==> src/rtl/anomaly_pkg.sv <==
package anomaly_pkg;

  // Strobes issued by the control unit to the datapath, one per stage.
  typedef struct packed {
    logic shiftEn;   // accept one serial bit into the capture window
    logic featLoad;  // latch both features from the completed window
    logic sumLoad;   // latch the clamped weighted sum
    logic outLoad;   // latch the grade and raise done
  } stage_strobe_t;

  localparam int CODE_W = 8;
  localparam logic [CODE_W-1:0] CODE_SAFE     = 8'h00;
  localparam logic [CODE_W-1:0] CODE_CAUTION  = 8'h55;
  localparam logic [CODE_W-1:0] CODE_WARNING  = 8'hAA;
  localparam logic [CODE_W-1:0] CODE_CRITICAL = 8'hFF;

  // Number of grading thresholds (levels minus one).
  localparam int NUM_LIMITS = 3;

  // Register stages between last-bit acceptance and the done pulse.
  localparam int PIPE_DEPTH = 3;

endpackage

==> src/rtl/anomaly_ctrl.sv <==
module anomaly_ctrl
  import anomaly_pkg::*;
#(
  parameter int PKT_BITS = 64
) (
  input  logic          clk,
  input  logic          rstN,
  input  logic          bitValid,
  output stage_strobe_t strb
);

  localparam int CNT_W = $clog2(PKT_BITS);
  localparam logic [CNT_W-1:0] LAST_IDX = CNT_W'(PKT_BITS - 1);

  logic [CNT_W-1:0]      bitCnt;
  logic                  lastBit;
  logic [PIPE_DEPTH-1:0] stageVld;

  assign lastBit = bitValid && (bitCnt == LAST_IDX);

  // Position of the next accepted bit inside the packet.
  always_ff @(posedge clk or negedge rstN) begin
    if (!rstN) begin
      bitCnt <= '0;
    end else if (bitValid) begin
      bitCnt <= lastBit ? '0 : bitCnt + 1'b1;
    end
  end

  // Token marching through the stages behind a completed packet.
  always_ff @(posedge clk or negedge rstN) begin
    if (!rstN) begin
      stageVld <= '0;
    end else begin
      stageVld <= {stageVld[PIPE_DEPTH-2:0], lastBit};
    end
  end

  always_comb begin
    strb.shiftEn  = bitValid;
    strb.featLoad = stageVld[0];
    strb.sumLoad  = stageVld[1];
    strb.outLoad  = stageVld[2];
  end

endmodule

==> src/rtl/anomaly_mac.sv <==
module anomaly_mac #(
  parameter int FEAT_W = 8,
  parameter int W_VEL  = 12,
  parameter int W_HEAD = 88,
  parameter int ACC_W  = 16
) (
  input  logic signed [FEAT_W-1:0] velIn,
  input  logic signed [FEAT_W-1:0] headIn,
  output logic        [ACC_W-2:0]  reluSum
);

  localparam int EXT_W = ACC_W - FEAT_W;
  localparam logic signed [ACC_W-1:0] K_VEL  = ACC_W'(W_VEL);
  localparam logic signed [ACC_W-1:0] K_HEAD = ACC_W'(W_HEAD);

  logic signed [ACC_W-1:0] velX;
  logic signed [ACC_W-1:0] headX;
  logic signed [ACC_W-1:0] termVel;
  logic signed [ACC_W-1:0] termHead;
  logic signed [ACC_W-1:0] rawSum;

  always_comb begin
    velX     = {{EXT_W{velIn[FEAT_W-1]}}, velIn};
    headX    = {{EXT_W{headIn[FEAT_W-1]}}, headIn};
    termVel  = velX * K_VEL;
    termHead = headX * K_HEAD;
    rawSum   = termVel + termHead;
    // Rectifier: a negative sum becomes zero, the sign bit is then redundant.
    reluSum  = rawSum[ACC_W-1] ? '0 : rawSum[ACC_W-2:0];
  end

endmodule

==> src/rtl/anomaly_grade.sv <==
module anomaly_grade
  import anomaly_pkg::*;
#(
  parameter int MAG_W        = 15,
  parameter int THR_CAUTION  = 1024,
  parameter int THR_WARNING  = 2048,
  parameter int THR_CRITICAL = 4096
) (
  input  logic [MAG_W-1:0]  magIn,
  output logic [CODE_W-1:0] codeOut,
  output logic              critical
);

  // Limits in ascending order; the highest one passed decides the grade.
  localparam logic [MAG_W-1:0] LIMIT [NUM_LIMITS] = '{
    MAG_W'(THR_CAUTION), MAG_W'(THR_WARNING), MAG_W'(THR_CRITICAL)
  };

  logic [NUM_LIMITS-1:0] atOrAbove;

  for (genvar g = 0; g < NUM_LIMITS; g++) begin : g_cmp
    assign atOrAbove[g] = (magIn >= LIMIT[g]);
  end

  always_comb begin
    if (atOrAbove[2])      codeOut = CODE_CRITICAL;
    else if (atOrAbove[1]) codeOut = CODE_WARNING;
    else if (atOrAbove[0]) codeOut = CODE_CAUTION;
    else                   codeOut = CODE_SAFE;
    critical = atOrAbove[2];
  end

endmodule

==> src/rtl/anomaly_dp.sv <==
module anomaly_dp
  import anomaly_pkg::*;
#(
  parameter int PKT_BITS     = 64,
  parameter int FEAT_W       = 8,
  parameter int VEL_LSB      = 24,
  parameter int HEAD_LSB     = 16,
  parameter int W_VEL        = 12,
  parameter int W_HEAD       = 88,
  parameter int ACC_W        = 16,
  parameter int THR_CAUTION  = 1024,
  parameter int THR_WARNING  = 2048,
  parameter int THR_CRITICAL = 4096
) (
  input  logic              clk,
  input  logic              rstN,
  input  logic              serialIn,
  input  stage_strobe_t     strb,
  output logic [CODE_W-1:0] scoreOut,
  output logic              doneOut,
  output logic              irqOut
);

  // Bits below the lower feature are never needed, so the capture window
  // only spans from that feature up to the packet's top bit.
  localparam int WIN_LSB  = (HEAD_LSB < VEL_LSB) ? HEAD_LSB : VEL_LSB;
  localparam int WIN_W    = PKT_BITS - WIN_LSB;
  localparam int VEL_POS  = VEL_LSB - WIN_LSB;
  localparam int HEAD_POS = HEAD_LSB - WIN_LSB;
  localparam int MAG_W    = ACC_W - 1;

  logic [WIN_W-1:0]         window;
  logic signed [FEAT_W-1:0] velReg;
  logic signed [FEAT_W-1:0] headReg;
  logic [MAG_W-1:0]         reluSum;
  logic [MAG_W-1:0]         sumReg;
  logic [CODE_W-1:0]        gradeCode;
  logic                     gradeCrit;

  // Stage 0: serial capture, new bits enter at the top and move down.
  always_ff @(posedge clk or negedge rstN) begin
    if (!rstN) begin
      window <= '0;
    end else if (strb.shiftEn) begin
      window <= {serialIn, window[WIN_W-1:1]};
    end
  end

  // Stage 1: feature latch, frees the window for the next packet.
  always_ff @(posedge clk or negedge rstN) begin
    if (!rstN) begin
      velReg  <= '0;
      headReg <= '0;
    end else if (strb.featLoad) begin
      velReg  <= window[VEL_POS +: FEAT_W];
      headReg <= window[HEAD_POS +: FEAT_W];
    end
  end

  anomaly_mac #(
    .FEAT_W (FEAT_W),
    .W_VEL  (W_VEL),
    .W_HEAD (W_HEAD),
    .ACC_W  (ACC_W)
  ) u_mac (
    .velIn   (velReg),
    .headIn  (headReg),
    .reluSum (reluSum)
  );

  // Stage 2: clamped weighted sum.
  always_ff @(posedge clk or negedge rstN) begin
    if (!rstN) begin
      sumReg <= '0;
    end else if (strb.sumLoad) begin
      sumReg <= reluSum;
    end
  end

  anomaly_grade #(
    .MAG_W        (MAG_W),
    .THR_CAUTION  (THR_CAUTION),
    .THR_WARNING  (THR_WARNING),
    .THR_CRITICAL (THR_CRITICAL)
  ) u_grade (
    .magIn    (sumReg),
    .codeOut  (gradeCode),
    .critical (gradeCrit)
  );

  // Stage 3: grade, done and interrupt leave the block from flops.
  always_ff @(posedge clk or negedge rstN) begin
    if (!rstN) begin
      scoreOut <= CODE_SAFE;
      doneOut  <= 1'b0;
      irqOut   <= 1'b0;
    end else begin
      doneOut <= strb.outLoad;
      irqOut  <= strb.outLoad && gradeCrit;
      if (strb.outLoad) begin
        scoreOut <= gradeCode;
      end
    end
  end

endmodule

==> src/rtl/anomaly_scorer.sv <==
module anomaly_scorer
  import anomaly_pkg::*;
#(
  parameter int PKT_BITS     = 64,
  parameter int FEAT_W       = 8,
  parameter int VEL_LSB      = 24,
  parameter int HEAD_LSB     = 16,
  parameter int W_VEL        = 12,
  parameter int W_HEAD       = 88,
  parameter int ACC_W        = 16,
  parameter int THR_CAUTION  = 1024,
  parameter int THR_WARNING  = 2048,
  parameter int THR_CRITICAL = 4096
) (
  input  logic       clk,
  input  logic       rstN,
  input  logic       serialIn,
  input  logic       bitValid,
  output logic [7:0] scoreOut,
  output logic       doneOut,
  output logic       irqOut
);

  stage_strobe_t strb;

  anomaly_ctrl #(
    .PKT_BITS (PKT_BITS)
  ) u_ctrl (
    .clk      (clk),
    .rstN     (rstN),
    .bitValid (bitValid),
    .strb     (strb)
  );

  anomaly_dp #(
    .PKT_BITS     (PKT_BITS),
    .FEAT_W       (FEAT_W),
    .VEL_LSB      (VEL_LSB),
    .HEAD_LSB     (HEAD_LSB),
    .W_VEL        (W_VEL),
    .W_HEAD       (W_HEAD),
    .ACC_W        (ACC_W),
    .THR_CAUTION  (THR_CAUTION),
    .THR_WARNING  (THR_WARNING),
    .THR_CRITICAL (THR_CRITICAL)
  ) u_dp (
    .clk      (clk),
    .rstN     (rstN),
    .serialIn (serialIn),
    .strb     (strb),
    .scoreOut (scoreOut),
    .doneOut  (doneOut),
    .irqOut   (irqOut)
  );

endmodule

==> config.mk <==
export PLATFORM = sky130hd
export DESIGN_NAME = anomaly_scorer
export DESIGN_NICKNAME = d
export VERILOG_FILES = /design/src/rtl/anomaly_pkg.sv /design/src/rtl/anomaly_ctrl.sv /design/src/rtl/anomaly_mac.sv /design/src/rtl/anomaly_grade.sv /design/src/rtl/anomaly_dp.sv /design/src/rtl/anomaly_scorer.sv
export SDC_FILE = /design/constraint.sdc
export NUM_CORES = 1
export LEC_CHECK = 0
export BUFFER_PORTS_ARGS = -buffer_cell sky130_fd_sc_hd__clkbuf_2
export CORE_MARGIN = 8
export CORE_UTILIZATION = 57
export CTS_CLUSTER_SIZE = 16
export DETAILED_ROUTE_END_ITERATION = 10
export PLACE_DENSITY = 0.87
export REMOVE_ABC_BUFFERS = 1
export SYNTH_ARGS = -nofsm -noshare
export SYNTH_HDL_FRONTEND = slang
export SYNTH_HIERARCHICAL = 1
export SYNTH_SLANG_ARGS = --single-unit
==> constraint.sdc <==
create_clock -name clk -period 4.37 [get_ports clk]
set_input_delay 1.0925 -clock clk [delete_from_list [all_inputs] [get_ports clk]]
set_output_delay 1.0925 -clock clk [all_outputs]
set_load 0.03 [all_outputs]
==> impl_summary.md, run 1 <==
Power
The switching power total is 0.5071 mW. The analysis attributes to cell leakage a power of 2.863 nW. Total power for the finished layout comes to 1.863 mW. Of the total power, the clock network draws 0.279. The share of total power consumed by net switching is 0.2722.

The internal cell power is 1.356 mW. The power density normalized to cell area is 336.0 nW/um2. The proportion of power drawn by flip-flops and latches is 0.574.

The worst voltage drop across the vdd grid is 0.0003748 V. Of the total power, combinational logic draws 0.147.

Finish
After the last flow step, the layout net total stands at 487. The most frequent standard cell in the layout excluding fill and tap cells is sky130_fd_sc_hd__dfrtp_1. The final design instance area without fill is 5544 um2. The synthesis-to-layout area growth is 7.758%. The number of antenna diodes in the final layout is 0. The total of fill cells in the finished design is 610. In the layout the commonest cells are sky130_fd_sc_hd__dfrtp_1 (88), sky130_fd_sc_hd__mux2_2 (59), sky130_fd_sc_hd__ha_1 (44).

In the final layout, the share of cells above drive strength 1 is 0.3379.

Drt
In this run the remaining antenna-violating nets after routing total 0. The number of iterations in the first detailed-routing pass is 4. The detailed-route via count is 3147. In the final routed layout, each cell accounts on average for 16.94 um. The first routing iteration left 150 violations. Using the TritonRoute via totals, the vias-per-cell ratio works out to 5.796.

Summed over all layers, the routed wires come to 9.196 mm. After detailed routing, the number of remaining DRC violations is 0.

Place
The post-placement worst setup slack is -121.4 ps. The final weighted congestion in routability-driven placement is 0.8356. After detailed placement, the total cell area comes to 5239 um2. In this run the tool buffered the top-level ports with 13 buffer cells.

After legalization and detailed placement, the total HPWL measured 6.267 mm.

Clock tree
For this design, the CTS-stage hold fixing added 0 buffers. After clock tree synthesis, the clock-pin slew on the worst setup and hold paths is 90 ps. CTS built an H-tree with a depth of 3. The number of buffers between clock root and the deepest sink is 2. The number of buffers created by CTS is 9.

The root buffer cell chosen for the clock tree is sky130_fd_sc_hd__clkbuf_8. The source-to-sink clock delay at the later pin of the worst-skew pair is 350 ps. The TritonCTS clock tree is yes. The clock sink count is 88.

Floorplan
The initial utilization of the core area, before any placement, comes to 0.5900. The die covers 12320 um2. The number of top-level pins is 14. The floorplan step defined a core boundary enclosing 8721 um2. The die height is 111.0 um. The initialized floorplan defines 34 standard-cell rows. The die span in x is 111.0 um.

STA
The tightest hold path in the finished design has a slack of 488.1 ps. After routing, the total negative slack on setup checks comes to -46.92 ps. The max-slew violation total from the final report is 0. The setup violation total in the final timing report is 4. The hold violation total from the final report is 0. The maximum frequency from static timing analysis is 0.2279 GHz.

Headroom to the max-slew limit came out at 0.4577. The worst path in the final design needs a cycle of 4388 ps, including I/O delays and setup. The worst clock skew is 4.235 ps. The measured slew at the worst slew-check pin is 813.5 ps. The share of the cycle needed by the critical path after routing is 1.004. Across all setup checks in the final design, the least slack found is -17.57 ps.

Global route
The initial antenna violation count is 0. The number of global-route vias before repair is 3280. The global-route wire length before repair is 15.01 mm.

The global-route total usage across every layer is 0.1447. The maximum number of pins on one net before global-route repair is 66. The global-route congestion overflow total is 0.

Worst setup path
The cell with the biggest individual delay on the critical path is sky130_fd_sc_hd__fa_1. The critical path goes through buf_4, ha_1, inv_1, fa_1, inv_1, ha_2, o21ai_1, o21ai_2, and2_1, o21a_1, nor2_2, xnor2_1, ha_1, nand2_1, nor2_2, nand4_1, and3_4, o22ai_1, buf_4, a21oi_2, mux2_2. The worst setup path is launched from a flop. The worst register-to-register path has a setup slack of -20 ps. For the worst setup path, the data required time is 4610 ps.

The family with the most delay on the worst path is adder cells. The largest fanout of any net on the critical path is 5. The delay of the slowest cell on the worst path is 500 ps.

For the worst flop-to-flop path, the logic depth is 21. STA classifies the critical path endpoint as a flop. The number of buffers and inverters on the critical path is 4. Counting buffers and inverters, the worst setup path is 21 cells deep.

The critical path is of the flop to flop type. The arrival time reported for the critical path endpoint is 4630 ps.

Yosys
After synthesis, the mean cell area works out to 12.34 um2. The cell count after synthesis is 417. After synthesis the cells add up to 5145 um2. The total of warnings raised by yosys is 6.

Run status
The checks that failed: negative setup slack. The flow ran to the end, but the final reports show violations.

Job
The tool flagged a number of max-cap violations equal to 0.

Hold path
The hold-critical path depth is 1. In this run the worst hold path is classified as flop to flop.
## worst reg2reg max path, cell delays in order (launching register included)
cell,delay [ps]
sky130_fd_sc_hd__dfrtp_1,390
sky130_fd_sc_hd__buf_4,150
sky130_fd_sc_hd__ha_1,290
sky130_fd_sc_hd__inv_1,60
sky130_fd_sc_hd__fa_1,500
sky130_fd_sc_hd__inv_1,50
sky130_fd_sc_hd__ha_2,370
sky130_fd_sc_hd__o21ai_1,110
sky130_fd_sc_hd__o21ai_2,200
sky130_fd_sc_hd__and2_1,210
sky130_fd_sc_hd__o21a_1,150
sky130_fd_sc_hd__nor2_2,40
sky130_fd_sc_hd__xnor2_1,140
sky130_fd_sc_hd__ha_1,320
sky130_fd_sc_hd__nand2_1,90
sky130_fd_sc_hd__nor2_2,170
sky130_fd_sc_hd__nand4_1,140
sky130_fd_sc_hd__and3_4,210
sky130_fd_sc_hd__o22ai_1,180
sky130_fd_sc_hd__buf_4,190
sky130_fd_sc_hd__a21oi_2,60
sky130_fd_sc_hd__mux2_2,270
## repair_timing
action	in CTS	in global routing
gates resized for setup	3	18
endpoints found under the setup margin	5	5
setup buffers	2	1
pin swaps	1	5
## sequential cells by signal, summed over array words and instances, names as in the netlist
| name | cells |
|---|---|
| u_dp/scoreOut | 8 |
| u_dp/window | 48 |
| u_dp/headReg | 8 |
| u_dp/velReg | 8 |
| u_ctrl/stageVld | 3 |
| u_dp/sumReg | 5 |
| u_dp/doneOut | 1 |
| u_ctrl/bitCnt | 6 |
| u_dp/irqOut | 1 |
## power by group through the flow
stage                     Combinational [mW]  Clock, mW  Sequential [mW]
after detailed placement               0.271          0             1.08
after CTS                              0.279      0.541             1.07
after global routing                   0.301      0.572             1.08
final                                  0.274      0.520             1.07
after floorplan                        0.217          0             1.04
after global placement                 0.256          0             1.06
## worst paths after layout
| check | start | endpoint |
|---|---|---|
| max | u_dp/headReg[3] | u_dp/sumReg[13] |
| min in group asynchronous | rstN | u_dp/velReg[6] |
| min reg2reg | u_ctrl/bitCnt[5] | u_ctrl/bitCnt[5] |
| min | u_ctrl/bitCnt[5] | u_ctrl/bitCnt[5] |
| max in group asynchronous | rstN | u_ctrl/bitCnt[5] |
| max reg2reg | u_dp/headReg[3] | u_dp/sumReg[13] |
## per-layer routing
layer / track usage / share of wire / vias up
met5: 0 / 0 / -
li1: - / - / 1494
met2: 0.2544 / 0.52 / 74
met4: 0.05135 / 0.021 / 0
met3: 0.03788 / 0.031 / 25
met1: 0.1648 / 0.42 / 1554
## stage by stage
stage	std cells	util
2_1_floorplan	395	-
3_3_place_gp	524	0.6007
3_5_place_dp	524	0.6007
4_1_cts	542	0.6248
5_1_grt	543	0.6357
6_report	543	0.6357
## layout make-up
class	count	area, um2	area share
multi-input combinational	282	2774	0.5003
sequential	88	2202	0.3972
timing repair buffer	24	150.1	0.02708
tap	108	135.1	0.02437
clock buffer	9	123.9	0.02234
inverter	25	93.84	0.01693
clock inverter	7	65.06	0.01174
Power figures use the tool's default switching activity.
==> run 2, diff against run 1 <==
--- a/config.mk
+++ b/config.mk
@@ -7,10 +7,10 @@
 export LEC_CHECK = 0
 export BUFFER_PORTS_ARGS = -buffer_cell sky130_fd_sc_hd__clkbuf_2
 export CORE_MARGIN = 8
-export CORE_UTILIZATION = 57
-export CTS_CLUSTER_SIZE = 16
+export CORE_UTILIZATION = 65
 export DETAILED_ROUTE_END_ITERATION = 10
-export PLACE_DENSITY = 0.87
+export PLACE_DENSITY = 0.92
+export RECOVER_POWER = 100
 export REMOVE_ABC_BUFFERS = 1
 export SYNTH_ARGS = -nofsm -noshare
 export SYNTH_HDL_FRONTEND = slang
==> constraint.sdc (replaced) <==
create_clock -name clk -period 5.7 [get_ports clk]
set_input_delay 1.425 -clock clk [delete_from_list [all_inputs] [get_ports clk]]
set_output_delay 1.425 -clock clk [all_outputs]
set_load 0.03 [all_outputs]
==> run 2 against run 1 <==
The flow finishes with violations (max-capacitance violations, max-slew violations). Register-to-register slack improved by 750 ps. Sequential power fell by 25%. Flip-flop and latch count did not move. Critical path depth fell by 5.
==> impl_summary.md, run 2 (synthesis results as in run 1) <==
Run status
The run finished, with violations left. The final reports fail on max-capacitance violations, max-slew violations.

Global route
The initial antenna violation count is 0. The number of global-route vias before repair is 3245. The global-route congestion overflow total is 0.

The global-route wire length before repair is 14.89 mm. The global-route total usage across every layer is 0.1642. Entering global routing, the biggest net connects 89 pins.

Drt
Using the TritonRoute via totals, the vias-per-cell ratio works out to 5.810. The number of nets still failing antenna checks after routing is 0. In the routed design, unresolved DRC markers number 0.

Detailed routing inserted a total of 3062 vias. After detailed routing, the average wire length per cell comes to 16.20 um. The post-detailed-routing wire length is 8.538 mm. The pre-antenna-repair detailed-routing pass consisted of 4 iterations. The detailed router finished its first iteration with 109 violations.

STA
In the final timing run, aggregate negative setup slack is 0 ps. The worst hold slack across all endpoints is 486.8 ps. Setup repair after global routing left no endpoint under its margin. The measured slew at the worst slew-check pin is 2708 ps. Setup violations remaining at the end of the flow were counted as 0.

The final critical-path required period is 4972 ps. The worst slew margin relative to its limit is -0.8053. The worst setup margin is 728.1 ps. The maximum frequency from static timing analysis is 0.2011 GHz. The share of the cycle needed by the critical path after routing is 0.8723. The max-slew violation total from the final report came to 144. Clock skew on the completed layout was measured at 11.42 ps.

The hold violation total from the final report is 0.

Floorplan
The core region is 7687 um2. The die is 105.0 um tall. For this configuration, the core starts out at a cell density of 0.6693. 14 I/O pins were placed. The full die area is 11020 um2.

Measured along the x axis, the die boundary spans 105.0 um. Row generation in the floorplan step produced 32 rows.

Place
The count of buffers from port buffering is 13. The congestion estimate from routability-driven global placement came to 0.8764. In this run, placement finished with an instance count of 511.

The post-placement worst setup slack is 834.1 ps. Detailed placement ended at an HPWL of 6.237 mm. Once placement finished, the instance area stood at 5179 um2.

Finish
The final design instance area without fill is 5305 um2. The final standard cell utilization of the core is 0.6901. Leaving out fill and tap cells, the most frequent cell in the layout is sky130_fd_sc_hd__dfrtp_1. The synthesis-to-layout area growth is 3.113%. The net total in the final layout is 477. The register with the most flip-flops in the layout has 48 of them.

The layout has 550 filler cells. In the layout the commonest cells are sky130_fd_sc_hd__dfrtp_1 (88), sky130_fd_sc_hd__mux2_2 (59), sky130_fd_sc_hd__ha_1 (46). The final cell count without fillers is 527.

Of the cells placed in the final design, the portion with a size suffix greater than 1 is 0.2118. 0 antenna diodes ended up in the layout. Counting flops per register, the top entry is u_dp/window.

Worst setup path
The endpoint type of the worst setup path is a flop. The required time reported for the critical path endpoint is 5940 ps. The worst setup path is of the flop to flop kind. The startpoint class of the critical path is a flop.

The arrival time reported for the critical path endpoint is 5220 ps. The largest fanout of any net on the critical path is 11.

Clock tree
The hold buffer count at CTS is 0. In this run the deepest clock path goes through 2 buffers. The clock sink count is 88. Clock-pin slew was measured on the worst setup and hold paths at 100 ps. After clock tree synthesis, the repair step resized 0 gates.

The number of setup buffers added after CTS is 0. Buffers inserted during clock tree synthesis total 9. In this run the clock root is driven by a sky130_fd_sc_hd__clkbuf_8.

The H-tree was split into 3 levels. The source-to-sink clock delay at the later pin of the worst-skew pair is 360 ps. The TritonCTS clock tree is yes.

Power
The leakage power is 2.707 nW. The total chip power is 1.457 mW. The worst voltage drop across the vdd grid is 0.0002324 V. The power density normalized to cell area is 274.6 nW/um2.

Job
The number of max-cap violations is 2.

Hold path
The type of the tightest min-delay check is flop to flop.
run 2: worst paths after layout:
path / start / endpoint / slack (ps) / depth (start not counted)
setup / recovery: u_dp/headReg[1] / u_dp/sumReg[14] / 730 / 16
max in group asynchronous: rstN / u_dp/scoreOut[1] / 2800 / 1
setup reg to reg: u_dp/headReg[1] / u_dp/sumReg[14] / 730 / 16
min in group asynchronous: rstN / u_dp/window[14] / 1650 / 1
hold / removal: u_ctrl/bitCnt[5] / u_ctrl/bitCnt[5] / 490 / 1
hold reg to reg: u_ctrl/bitCnt[5] / u_ctrl/bitCnt[5] / 490 / 1
run 2: worst max-delay path, cell delays in order, from the launching register on:
cell	delay (ps)
sky130_fd_sc_hd__dfrtp_1	440
sky130_fd_sc_hd__ha_1	340
sky130_fd_sc_hd__fa_1	460
sky130_fd_sc_hd__ha_1	360
sky130_fd_sc_hd__a21oi_1	240
sky130_fd_sc_hd__o21bai_1	140
sky130_fd_sc_hd__a2111oi_0	610
sky130_fd_sc_hd__nor2_1	130
sky130_fd_sc_hd__xor2_1	170
sky130_fd_sc_hd__ha_1	480
sky130_fd_sc_hd__nand2_1	90
sky130_fd_sc_hd__nor2_1	140
sky130_fd_sc_hd__nand4_1	130
sky130_fd_sc_hd__and3_1	220
sky130_fd_sc_hd__o22ai_1	510
sky130_fd_sc_hd__a21oi_2	100
sky130_fd_sc_hd__mux2_2	290
run 2: power by group:
group,switching [mW],internal (mW),leakage [nW]
Combinational,0.0671,0.0886,1.42
Clock,0.237,0.257,0.115
Sequential,0.0721,0.735,1.17
run 2: metal layers:
metal / wire length [um] / GRT usage
met1: 3752 / 0.1926
met2: 4397 / 0.2824
met3: 246 / 0.03563
met4: 142 / 0.07339
met5: 0 / 0
run 2: area by class of cell:
| cell class | instances | area (um2) | area share |
|---|---|---|---|
| Multi-Input combinational cell | 282 | 2589 | 0.4880 |
| Sequential cell | 88 | 2202 | 0.4151 |
| Tap cell | 102 | 127.6 | 0.02406 |
| Clock buffer | 9 | 123.9 | 0.02335 |
| Clock inverter | 7 | 112.6 | 0.02123 |
| Inverter | 25 | 93.84 | 0.01769 |
| Timing Repair Buffer | 14 | 56.30 | 0.01061 |
==> run 3, diff against run 2 <==
--- a/config.mk
+++ b/config.mk
@@ -7,9 +7,9 @@
 export LEC_CHECK = 0
 export BUFFER_PORTS_ARGS = -buffer_cell sky130_fd_sc_hd__clkbuf_2
 export CORE_MARGIN = 8
-export CORE_UTILIZATION = 65
+export CORE_UTILIZATION = 40
 export DETAILED_ROUTE_END_ITERATION = 10
-export PLACE_DENSITY = 0.92
+export PLACE_DENSITY = 0.65
 export RECOVER_POWER = 100
 export REMOVE_ABC_BUFFERS = 1
 export SYNTH_ARGS = -nofsm -noshare
==> run 3 against run 2 <==
Clock power up 20%. Critical endpoint is now u_dp/sumReg[13]. Flip-flop and latch count unchanged. Die area up 52%. Final area up 2.7%. Worst setup slack better by 32 ps. Sequential power about the same. Largest power group unchanged. Critical path type unchanged. The flow still finishes with violations (max-capacitance violations, max-slew violations).
==> impl_summary.md, run 3 (synthesis results as in run 1) <==
Worst setup path
Along the worst path, the maximum fanout reaches 11. The worst setup path is launched from a flop. The endpoint type of the worst setup path is a flop. The required time reported for the critical path endpoint is 5920 ps.

The category of the critical setup timing path is flop to flop. The arrival time reported for the critical path endpoint is 5160 ps.

Finish
The synthesis-to-layout area growth is 5.934%. More flip-flops sit in one register than any other, and that register is u_dp/window. The most frequent standard cell in the layout excluding fill and tap cells is sky130_fd_sc_hd__dfrtp_1.

The register with the most flip-flops in the layout has 48 of them. The library cells used most frequently in the layout, excluding fill and tap cells, are sky130_fd_sc_hd__dfrtp_1 (88), sky130_fd_sc_hd__mux2_2 (59), sky130_fd_sc_hd__ha_1 (46). The proportion of layout cells with a drive suffix above 1 is 0.2071. The antenna diode count is 0. The final layout contains 477 nets.

Clock tree
Buffers inserted during clock tree synthesis total 9. The count of cells resized by post-cts repair is 0. The number of setup buffers added after CTS is 0.

After clock tree synthesis, the clock-pin slew on the worst setup and hold paths is 70 ps. Buffers inserted to repair hold after CTS numbered 0. The TritonCTS clock tree is yes. The source-to-sink clock delay at the later pin of the worst-skew pair is 340 ps. The clock sink count is 88.

The clock tree synthesis step divided the H-tree into 3 levels. The root cell of the clock tree is sky130_fd_sc_hd__clkbuf_16. The longest clock path from root to sink contains 2 buffers.

Floorplan
The starting density of the core is 0.4094. The floorplan step set the die height to 129.4 um. The floorplan step defined a core boundary enclosing 12570 um2. The number of top-level pins is 14. In this run the horizontal extent of the chip is 129.4 um.

The full die area is 16750 um2. The row count is 41.

Place
The detailed placer's ending HPWL is 5.649 mm. At the end of routability-driven placement, the weighted congestion stood at 0.8104. The count of buffers from port buffering is 13.

Run status
The checks that failed: max-capacitance violations, max-slew violations. The flow ran to the end, but the final reports show violations.

STA
The maximum frequency from static timing analysis is 0.2024 GHz. The measured slew at the worst slew-check pin is 2117 ps. After routing, the total negative slack on setup checks comes to 0 ps.

The max-slew violation total from the final report is 127. Setup violations remaining at the end of the flow were counted as 0. The final critical-path required period is 4940 ps. Setup repair after global routing left no endpoint under its margin. The clock arrives with 7.973 ps of skew. The hold violation total from the final report is 0. The share of the cycle needed by the critical path after routing is 0.8667. The worst slew margin relative to its limit is -0.4117.

Power
Power spread over the standard cell area amounts to 283.7 nW/um2. Total power for the finished layout comes to 1.546 mW. Summed over all cells, the static leakage comes to 2.735 nW. The worst voltage drop across the vdd grid is 0.0002148 V.

Global route
The global-route congestion overflow total is 0. The global-route total usage across every layer is 0.1053. The first global-routing pass estimated 14.37 mm of wire. The maximum number of pins on one net before global-route repair is 89. The initial antenna violation count is 0. The number of global-route vias before repair is 3136.

Hold path
The type of the tightest min-delay check is flop to flop.

Drt
After detailed routing, the average wire length per cell comes to 13.42 um. The number of nets still failing antenna checks after routing is 0. The detailed router finished its first iteration with 124 violations. Using the TritonRoute via totals, the vias-per-cell ratio works out to 5.005. The detailed-route via count is 2988. For this run, design rule violations remaining after detail routing come to 0. The pre-antenna-repair detailed-routing pass consisted of 4 iterations.

The routed design has 8.013 mm of wire.

Job
Across the run, the number of max-cap violations was 2.
-- run 3: path summary, 6_finish.rpt --
kind                            startpoint                to  slack [ps]  depth (start not counted)
hold / removal             u_dp/window[25]   u_dp/window[25]         490                          1
setup / recovery           u_dp/headReg[1]   u_dp/sumReg[13]         760                         16
max in group asynchronous             rstN   u_dp/window[22]        2760                          1
min in group asynchronous             rstN  u_ctrl/bitCnt[1]        1680                          1
hold reg to reg            u_dp/window[25]   u_dp/window[25]         490                          1
setup reg to reg           u_dp/headReg[1]   u_dp/sumReg[13]         760                         16
-- run 3: critical path, cell delays in order, from the launching register on --
cell and delay, ps:
sky130_fd_sc_hd__dfrtp_1 420, sky130_fd_sc_hd__ha_1 330, sky130_fd_sc_hd__fa_1 470, sky130_fd_sc_hd__ha_1 360
sky130_fd_sc_hd__a21oi_1 230, sky130_fd_sc_hd__o21bai_1 120, sky130_fd_sc_hd__a2111oi_0 590, sky130_fd_sc_hd__nor2_1 130
sky130_fd_sc_hd__xor2_1 170, sky130_fd_sc_hd__ha_1 480, sky130_fd_sc_hd__nand2_1 110, sky130_fd_sc_hd__nor2_1 170
sky130_fd_sc_hd__nand4_1 160, sky130_fd_sc_hd__and3_1 210, sky130_fd_sc_hd__o22ai_1 500, sky130_fd_sc_hd__a21oi_2 100
sky130_fd_sc_hd__mux2_2 280
-- run 3: per-stage QoR --
step / worst slack, ps / std cells / instance area, um2 / hold slack, ps / utilization
after floorplan: 1381 / 395 / 4976 / 445.7 / -
after global placement: 1070 / 581 / 5266 / 465.8 / 0.4190
after detailed placement: 855.2 / 581 / 5266 / 490.3 / 0.4190
after CTS: 816.7 / 597 / 5562 / 496.5 / 0.4425
after global routing: 441.0 / 597 / 5450 / 502.1 / 0.4336
final: 759.6 / 597 / 5450 / 486.0 / 0.4336
-- run 3: cell type report --
| class | instances | area, um2 |
|---|---|---|
| fillers | 1141 | 7118 |
| inverters | 25 | 93.84 |
| well taps | 172 | 215.2 |
| repair buffers | 14 | 55.05 |
| clock inverters | 6 | 66.31 |
| clock buffers | 10 | 229.0 |
| flip-flops and latches | 88 | 2202 |
| multi-input cells | 282 | 2589 |
-- run 3: report_power, final --
part / total (mW) / internal [mW] / switching (mW)
combinational: 0.149 / 0.0875 / 0.0612
sequential: 0.805 / 0.736 / 0.0691
clock: 0.592 / 0.342 / 0.250
total: 1.55 / 1.17 / 0.380
-- run 3: metal layers --
layer,track usage,up-vias,part of all wire
met5,0,-,0
met4,0.04167,0,0.015
met3,0.02753,9,0.021
met2,0.1716,18,0.48
met1,0.1309,1483,0.48
li1,-,1478,-
